## src/rtl/pdma_req_pkg.sv

```systemverilog
package pdma_req_pkg;

  typedef enum logic [1:0] {
    RK_SINGLE    = 2'b00,
    RK_BURST     = 2'b01,
    RK_FLUSH_ACK = 2'b10
  } rq_kind_e;

  typedef enum logic [1:0] {
    AG_IDLE = 2'b00,
    AG_REQ  = 2'b01,
    AG_WAIT = 2'b10
  } agent_st_e;

  localparam logic [1:0] AK_FLUSH_CODE = 2'b10;

endpackage

```

## src/rtl/pdma_issue_sel.sv

```systemverilog
module pdma_issue_sel
  import pdma_req_pkg::*;
(
  input  logic     flush_pend_i,
  input  logic     want_single_i,
  input  logic     want_burst_i,
  input  logic     want_last_i,
  output logic     issue_o,
  output rq_kind_e kind_o,
  output logic     last_o
);

  always_comb begin
    issue_o = 1'b0;
    kind_o  = RK_SINGLE;
    last_o  = 1'b0;
    if (flush_pend_i) begin
      issue_o = 1'b1;
      kind_o  = RK_FLUSH_ACK;
    end else if (want_burst_i) begin
      issue_o = 1'b1;
      kind_o  = RK_BURST;
      last_o  = want_last_i;
    end else if (want_single_i) begin
      issue_o = 1'b1;
      kind_o  = RK_SINGLE;
      last_o  = want_last_i;
    end
  end

endmodule

```

## src/rtl/pdma_flush_track.sv

```systemverilog
module pdma_flush_track (
  input  logic clk,
  input  logic rst_n,
  input  logic set_i,
  input  logic clr_i,
  output logic pend_o
);

  logic pend_q, pend_d, pend_en;

  always_comb begin
    pend_en = set_i | clr_i;
    pend_d  = set_i;
  end

  always_ff @(posedge clk or negedge rst_n) begin
    if (!rst_n) begin
      pend_q <= 1'b0;
    end else if (pend_en) begin
      pend_q <= pend_d;
    end
  end

  assign pend_o = pend_q;

  p_flush_set_r7: assert property (@(posedge clk) disable iff (!rst_n)
    set_i |=> pend_o)
    else $error("flush demand not recorded");

endmodule

```

## src/rtl/pdma_req_fsm.sv

```systemverilog
module pdma_req_fsm
  import pdma_req_pkg::*;
(
  input  logic     clk,
  input  logic     rst_n,
  input  logic     issue_i,
  input  rq_kind_e kind_i,
  input  logic     last_i,
  input  logic     rq_ready_i,
  input  logic     ack_done_i,
  output logic     rq_valid_o,
  output rq_kind_e rq_kind_o,
  output logic     rq_last_o,
  output logic     waiting_o,
  output logic     flush_acc_o
);

  agent_st_e st_q, st_d;
  rq_kind_e  kind_q;
  logic      last_q;
  logic      load_en;

  always_comb begin
    st_d        = st_q;
    load_en     = 1'b0;
    flush_acc_o = 1'b0;
    unique case (st_q)
      AG_IDLE: begin
        if (issue_i) begin
          st_d    = AG_REQ;
          load_en = 1'b1;
        end
      end
      AG_REQ: begin
        if (rq_ready_i) begin
          if (kind_q == RK_FLUSH_ACK) begin
            st_d        = AG_IDLE;
            flush_acc_o = 1'b1;
          end else begin
            st_d = AG_WAIT;
          end
        end
      end
      AG_WAIT: begin
        if (ack_done_i) st_d = AG_IDLE;
      end
      default: st_d = AG_IDLE;
    endcase
  end

  always_ff @(posedge clk or negedge rst_n) begin
    if (!rst_n) begin
      st_q <= AG_IDLE;
    end else begin
      st_q <= st_d;
    end
  end

  always_ff @(posedge clk or negedge rst_n) begin
    if (!rst_n) begin
      kind_q <= RK_SINGLE;
      last_q <= 1'b0;
    end else if (load_en) begin
      kind_q <= kind_i;
      last_q <= last_i;
    end
  end

  assign rq_valid_o = (st_q == AG_REQ);
  assign rq_kind_o  = kind_q;
  assign rq_last_o  = last_q;
  assign waiting_o  = (st_q == AG_WAIT);

  p_valid_fall_r2: assert property (@(posedge clk) disable iff (!rst_n)
    $fell(rq_valid_o) |-> $past(rq_ready_i))
    else $error("request withdrawn without acceptance");

  p_hold_r3: assert property (@(posedge clk) disable iff (!rst_n)
    (rq_valid_o && !rq_ready_i) |=> (rq_valid_o && $stable(rq_kind_o) && $stable(rq_last_o)))
    else $error("pending request changed");

  p_no_rsvd_r4: assert property (@(posedge clk) disable iff (!rst_n)
    rq_valid_o |-> (rq_kind_o != 2'b11))
    else $error("reserved request code presented");

  p_flush_last_r5: assert property (@(posedge clk) disable iff (!rst_n)
    (rq_valid_o && rq_kind_o == RK_FLUSH_ACK) |-> !rq_last_o)
    else $error("final marker set on flush acknowledge");

endmodule

```

## src/rtl/pdma_req_agent.sv

```systemverilog
module pdma_req_agent
  import pdma_req_pkg::*;
(
  input  logic       clk,
  input  logic       rst_n,
  input  logic       pr_single_i,
  input  logic       pr_burst_i,
  input  logic       pr_last_i,
  output logic       rq_valid_o,
  output logic [1:0] rq_kind_o,
  output logic       rq_last_o,
  input  logic       rq_ready_i,
  input  logic       ak_valid_i,
  input  logic [1:0] ak_kind_i,
  output logic       ak_ready_o
);

  logic     flush_pend, issue, sel_last, waiting, flush_acc;
  logic     ak_hs, flush_set, ack_done;
  rq_kind_e sel_kind, kind_q;

  assign ak_hs     = ak_valid_i & ak_ready_o;
  assign flush_set = ak_hs & (ak_kind_i == AK_FLUSH_CODE);
  assign ack_done  = ak_hs & ~ak_kind_i[1];
  assign ak_ready_o = waiting | ~flush_pend;
  assign rq_kind_o  = kind_q;

  pdma_issue_sel u_sel (
    .flush_pend_i  (flush_pend),
    .want_single_i (pr_single_i),
    .want_burst_i  (pr_burst_i),
    .want_last_i   (pr_last_i),
    .issue_o       (issue),
    .kind_o        (sel_kind),
    .last_o        (sel_last)
  );

  pdma_flush_track u_flush (
    .clk    (clk),
    .rst_n  (rst_n),
    .set_i  (flush_set),
    .clr_i  (flush_acc),
    .pend_o (flush_pend)
  );

  pdma_req_fsm u_fsm (
    .clk         (clk),
    .rst_n       (rst_n),
    .issue_i     (issue),
    .kind_i      (sel_kind),
    .last_i      (sel_last),
    .rq_ready_i  (rq_ready_i),
    .ack_done_i  (ack_done),
    .rq_valid_o  (rq_valid_o),
    .rq_kind_o   (kind_q),
    .rq_last_o   (rq_last_o),
    .waiting_o   (waiting),
    .flush_acc_o (flush_acc)
  );

  p_one_outstanding_r6: assert property (@(posedge clk) disable iff (!rst_n)
    (rq_valid_o && rq_ready_i && rq_kind_o != 2'b10) |=> (!rq_valid_o && !flush_acc))
    else $error("second request before acknowledgement");

  p_flush_first_r7: assert property (@(posedge clk) disable iff (!rst_n)
    ($rose(rq_valid_o) && $past(flush_pend)) |-> (rq_kind_o == 2'b10))
    else $error("data request issued ahead of pending flush");

endmodule

```

## config.mk

```make
export PLATFORM = sky130hd
export DESIGN_NAME = pdma_req_agent
export DESIGN_NICKNAME = d
export VERILOG_FILES = /design/src/rtl/pdma_req_pkg.sv /design/src/rtl/pdma_issue_sel.sv /design/src/rtl/pdma_flush_track.sv /design/src/rtl/pdma_req_fsm.sv /design/src/rtl/pdma_req_agent.sv
export SDC_FILE = /design/constraint.sdc
export NUM_CORES = 1
export LEC_CHECK = 0
export CAP_MARGIN = 10
export CORE_AREA = 3 3 40 42
export CTS_BUF_LIST = sky130_fd_sc_hd__clkbuf_2
export CTS_CLUSTER_DIAMETER = 40
export CTS_CLUSTER_SIZE = 40
export DETAILED_ROUTE_END_ITERATION = 12
export DIE_AREA = 0 0 43 45
export DONT_BUFFER_PORTS = 1
export SLEW_MARGIN = 25
export SYNTH_ARGS = -nofsm -noshare
export SYNTH_HDL_FRONTEND = slang
export SYNTH_HIERARCHICAL = 1
export SYNTH_SLANG_ARGS = --single-unit
```

## constraint.sdc

```tcl
create_clock -name clk -period 1.7 [get_ports clk]
set_clock_uncertainty 0.15 [all_clocks]
set_input_delay 0.34 -clock clk [delete_from_list [all_inputs] [get_ports clk]]
set_output_delay 0.34 -clock clk [all_outputs]
set_load 0.005 [all_outputs]
```

# After elaboration in Yosys (flattened, before gate mapping)
# Cells that the tools add are included.
[classes]
n_bitwise = 7
muxes = 18
reduce_logical = 2
n_eq_ne = 7
[op_table]
columns = ["op", "n"]
rows = [
  ["two-way mux 1 bit", 12],
  ["two-way mux 2 bit", 5],
  ["equality test 2 bit, second input constant", 3],
  ["case mux 2 bit (3 select lines)", 1],
  ["inequality test 2 x 1 -> 1 bit, second input constant", 2],
  ["AND 1 bit", 3],
  ["AND reduction 3 bit", 1],
  ["equality test 2 x 1 -> 1 bit, second input constant", 1],
  ["zero test 2 bit", 1],
  ["inequality test 2 bit, second input constant", 1],
  ["NOT 1 bit", 2],
  ["OR 1 bit", 2],
]
[word_totals]
word_cells = 38
register_bits = 6
input_bits = 9

# Longest topological paths before layout
[logic_depth]
depth_word = 6
mapped_depth = 5
mapped_depth_nobuf = 5

# Cells and area by module
# The synthesis kept the hierarchy.
[by_module_without_submodules]
columns = ["module", "area_per_inst_um2", "cells_each", "seq_area_each_um2", "n_inst"]
rows = [
  ["pdma_req_fsm", 234.0, 18, 125.1, 1],
  ["pdma_flush_track", 36.3, 3, 25.0, 1],
  ["pdma_req_agent", 32.5, 3, 0.0, 1],
  ["pdma_issue_sel", 31.3, 5, 0.0, 1],
]

# Least setup slack after synthesis
# Ideal clock, no wire load.
[synth_timing]
path_type = "reg2reg"
from = "register u_flush.pend_q (netlist: u_flush/pend_o)"
to = "register u_fsm.kind_q[0] (netlist: u_fsm/rq_kind_o[0])"
path_stages_with_launch = 4
setup_time_ns = 0.128
path_slack_ns = 0.167
t_arrival_ns = 1.255
path_cell_list = "dfrtp_1 -> or3_1 -> nor3b_4 -> mux2_1"
[synth_between]
elab_chain_len = 3
[synth_lines]
columns = ["item", "line_no", "rtl"]
rows = [
  ["start: declaration", "pdma_flush_track.sv:9", "logic pend_q, pend_d, pend_en;"],
  ["start signal: assignment", "pdma_flush_track.sv:20", "pend_q <= pend_d;"],
  ["two-way mux 1 bit", "pdma_issue_sel.sv:17", "if (flush_pend_i) begin"],
  ["via issue", "pdma_req_agent.sv:18", "logic flush_pend, issue, sel_last, waiting, flush_acc;"],
  ["two-way mux 1 bit", "pdma_req_fsm.sv:29", "if (issue_i) begin"],
  ["two-way mux 1 bit", "pdma_req_fsm.sv:27", "unique case (st_q)"],
  ["end signal: assignment", "pdma_req_fsm.sv:64", "kind_q <= kind_i;"],
  ["end: declaration", "pdma_req_fsm.sv:19", "rq_kind_e kind_q;"],
]
# The timed path passes the listed nets, and every way through them passes these cells.
# A chain may end at the register's enable or synchronous reset.

# Worst setup path after layout
[layout_timing]
from = "register u_fsm.st_q[1]"
to = "output port ak_ready_o"
[layout_between]
elab_chain_len = 2
[layout_lines]
columns = ["item", "line_no", "rtl"]
rows = [
  ["start: declaration", "pdma_req_fsm.sv:18", "agent_st_e st_q, st_d;"],
  ["start signal: assignment", "pdma_req_fsm.sv:55", "st_q <= st_d;"],
  ["equality test 2 bit", "pdma_req_fsm.sv:72", "assign waiting_o = (st_q == AG_WAIT);"],
  ["via waiting", "pdma_req_agent.sv:18", ""],
  ["OR 1 bit", "pdma_req_agent.sv:25", "assign ak_ready_o = waiting | ~flush_pend;"],
  ["end: declaration", "pdma_req_agent.sv:15", "output logic ak_ready_o"],
]
# The timed path passes the listed nets, and every way through them passes these cells.

==> load_flow_metrics.sql <==
INSERT INTO impl_metrics (metric_group, metric, value, unit) VALUES
('routing', 'route.detailed.drc', '0', ''),
('setup_path', 'critical_path.max_fanout', '5', ''),
('synthesis', 'post_synth_num_cell_types', '16', ''),
('timing', 'setup_tns', '0', 'ns'),
('timing', 'post-route-period-util', '90.4', '%'),
('synthesis', 'synth_seq_cells', '6', ''),
('setup_path', 'timing.critical_path.required', '1.21', 'ns'),
('clock_network', 'clock_tree.buffer_depth', '2', ''),
('floorplan', 'num_rows', '13', ''),
('cells_and_area', 'layout-area-overhead-vs-synth', '13.1', '%'),
('hold_path', 'worst_hold_path_type', 'input port to register', ''),
('setup_path', 'path_class', 'register to output pin', ''),
('floorplan', 'overall_die_height', '45', 'um'),
('cells_and_area', 'layout_commonest_cell', 'sky130_fd_sc_hd__dfrtp_1', ''),
('clock_network', 'clk_root_buffer_cell', 'sky130_fd_sc_hd__clkbuf_2', ''),
('pwr', 'p_sw', '0.244', 'mW'),
('outcome', 'result_of_the_run', 'finished clean', ''),
('pwr', 'power_report.internal_total', '0.413', 'mW'),
('clock_network', 'numCtsBuffers', '3', ''),
('pwr', 'share_clk_of_total_power', '15.0', '%'),
('place', 'dpl.hpwl', '513', 'um'),
('floorplan', 'number_of_top_level_pins', '14', ''),
('setup_path', 'timing.critical_path.slowest_cell_delay', '0.44', 'ns'),
('timing', 'final-hold-violation-count', '0', ''),
('synthesis', 'post_syn_area_per_cell', '11.5', 'sq um'),
('global_routing', 'grt_overflow_total', '0', ''),
('clock_network', 'cts_max_level', '1', ''),
('timing', 'worstMarginPinSlew', '0.270', 'ns'),
('floorplan', 'standard_cell_core_area', '0.00128', 'sq mm'),
('routing', 'met3WireLength', '57', 'um'),
('synthesis', 'mappedNetlistNets', '38', ''),
('timing', 'slew_headroom', '82.0', '%'),
('timing', 'max_clock_freq', '651', 'MHz'),
('clock_network', 'tritoncts_num_sinks', '6', ''),
('routing', 'routed_length_on_met1', '221', 'um'),
('setup_path', 'crit_path_cell_trace', 'nor2b_1 -> nand2b_4', ''),
('global_routing', 'grtUsageTotal', '7.71', '%'),
('synthesis', 'yosysWarnings', '6', ''),
('place', 'place.gp.congestion', '0.700', ''),
('routing', 'dr.pass1.iters', '1', ''),
('routing', 'antenna_left', '0', ''),
('synthesis', 'syn_area', '334', 'sq um'),
('pwr', 'p_sw_share', '37.2', '%'),
('routing', 'met2_wire_length', '365', 'um'),
('global_routing', 'grt_first_pass_wirelength', '1.01', 'mm'),
('global_routing', 'largest_net_degree_at_the_start_of_global_routing', '7', ''),
('pwr', 'static-leakage-power', '0.167', 'nW'),
('floorplan', 'initial_core_util', '26.0', '%'),
('hold_path', 'whs_path_depth', '1', ''),
('timing', 'slew_violations', '0', ''),
('routing', 'top_layer', 'met3', ''),
('setup_path', 'worstSetupEndpointType', 'output pin', ''),
('clock_network', 'cts.repair.resized', '0', ''),
('timing', 'timing.final.crit_period', '1.54', 'ns'),
('synthesis', 'synth_sequential_area_ratio', '44.9', '%'),
('global_routing', 'vias_in_the_first_global_route', '256', ''),
('cells_and_area', 'most-common-layout-cells', 'sky130_fd_sc_hd__dfrtp_1, sky130_fd_sc_hd__nor2b_1, sky130_fd_sc_hd__clkbuf_2, sky130_fd_sc_hd__mux2_1', ''),
('setup_path', 'worst_setup_path_start_kind', 'register', ''),
('timing', 'setup_viol_count_final', '0', ''),
('cells_and_area', 'finalNetCount', '44', ''),
('clock_network', 'worstSkewPairLatency', '0.22', 'ns'),
('timing', 'rsz0062_at_grt', 'false', ''),
('routing', 'post_drt_wl_per_cell', '13.4', 'um'),
('cells_and_area', 'layout-drive-gt1-share', '18.2', '%'),
('pwr', 'pwr-share-comb', '40.8', '%'),
('pwr', 'pwr_density_cell', '1740', 'mW/mm^2'),
('clock_network', 'clk_pin_slew_worst_paths', '0.06', 'ns'),
('synthesis', 'netlist_instances', '29', ''),
('routing', 'avgViaCountPerCell', '4.50', ''),
('routing', 'detailroute.via_count', '216', ''),
('cells_and_area', 'antenna-diode-count', '0', '');
final cells by class:
type | instances | area (sq um)
fill | 139 | 907
multi-input combinational | 20 | 169
sequential | 6 | 150
tap | 15 | 18.8
timing repair buffer | 2 | 17.5
clock buffer | 3 | 15.0
inverter | 2 | 7.51
through the flow:
stage / hold slack [ns] / util (%) / instance area (sq um) / cells
after floorplan: -0.106 / - / 334 / 29
after global routing: 0.0426 / 29.4 / 378 / 48
after detailed placement: -0.105 / 27.5 / 353 / 44
after CTS: 0.0539 / 29.4 / 378 / 48
after global placement: -0.105 / 27.5 / 353 / 44
final: 0.0652 / 29.4 / 378 / 48
routing by layer:
metal  GRT usage, %  vias to the layer above
met5              0                        -
met4           5.42                        0
met3           4.78                        0
met2           14.1                        8
met1           5.88                      100
li1               -                      108
synthesized netlist by cell type:
cell type | count | area share [%]
sky130_fd_sc_hd__dfrtp_1 | 6 | 45
sky130_fd_sc_hd__nor2b_1 | 5 | 9.4
sky130_fd_sc_hd__mux2_1 | 3 | 10
sky130_fd_sc_hd__inv_1 | 2 | 2.2
sky130_fd_sc_hd__nor2_1 | 2 | 2.2
sky130_fd_sc_hd__a211oi_1 | 1 | 2.2
sky130_fd_sc_hd__a21o_1 | 1 | 2.2
sky130_fd_sc_hd__and3b_1 | 1 | 2.6
sky130_fd_sc_hd__and4b_1 | 1 | 3.0
sky130_fd_sc_hd__buf_4 | 1 | 2.2
sky130_fd_sc_hd__nand2b_4 | 1 | 4.1
sky130_fd_sc_hd__nand3b_1 | 1 | 2.2
sky130_fd_sc_hd__nor3b_1 | 1 | 2.2
sky130_fd_sc_hd__nor3b_4 | 1 | 5.6
sky130_fd_sc_hd__o2bb2ai_1 | 1 | 2.6
sky130_fd_sc_hd__or3_1 | 1 | 1.9
flip-flops by register name (all words and copies together) (netlist names):
signal,count
u_flush/pend_o,1
u_fsm/st_q,2
u_fsm/rq_last_o,1
u_fsm/rq_kind_o,2
power groups by stage:
stage / Sequential [mW] / Combinational [mW] / Clock [mW]
2_1_floorplan: 0.291 / 0.210 / 0
3_3_place_gp: 0.290 / 0.258 / 0
3_5_place_dp: 0.292 / 0.266 / 0
4_1_cts: 0.290 / 0.272 / 0.0970
5_1_grt: 0.299 / 0.294 / 0.113
6_report: 0.290 / 0.268 / 0.0987
critical path: cells and delay by family (launching register included):
family / cells / cell delay (ns)
and+or+nand+nor: 2 / 0.40
DFF: 1 / 0.44
final timing paths:
check                                     from                 end  slack, ns
worst max register to register  u_flush/pend_o     u_fsm/rq_last_o       0.20
min in group asynchronous                rst_n  u_fsm/rq_kind_o[1]       0.28
worst min register to register   u_fsm/st_q[1]       u_fsm/st_q[0]       0.40
worst max-delay path             u_fsm/st_q[1]          ak_ready_o       0.16
max in group asynchronous                rst_n       u_fsm/st_q[0]       0.91
worst min-delay path                rq_ready_i       u_fsm/st_q[0]       0.07
kinds of logic (layout without fill, tap and decap cells):
| kind of cell | count (synthesis) | after routing | synth area share, % |
|---|---|---|---|
| DFF | 6 | 6 | 44.9 |
| buffers and inverters | 3 | 7 | 4.50 |
| AOI/OAI and AO/OA | 3 | 3 | 7.12 |
| muxes | 3 | 3 | 10.1 |
| and+or+nand+nor | 14 | 14 | 33.3 |
timing repair:
item,CTS,global route
hold endpoints to repair,6,0
hold buffers,1,0
setup buffers,0,0
No activity file was read; power rests on OpenSTA's default activity.
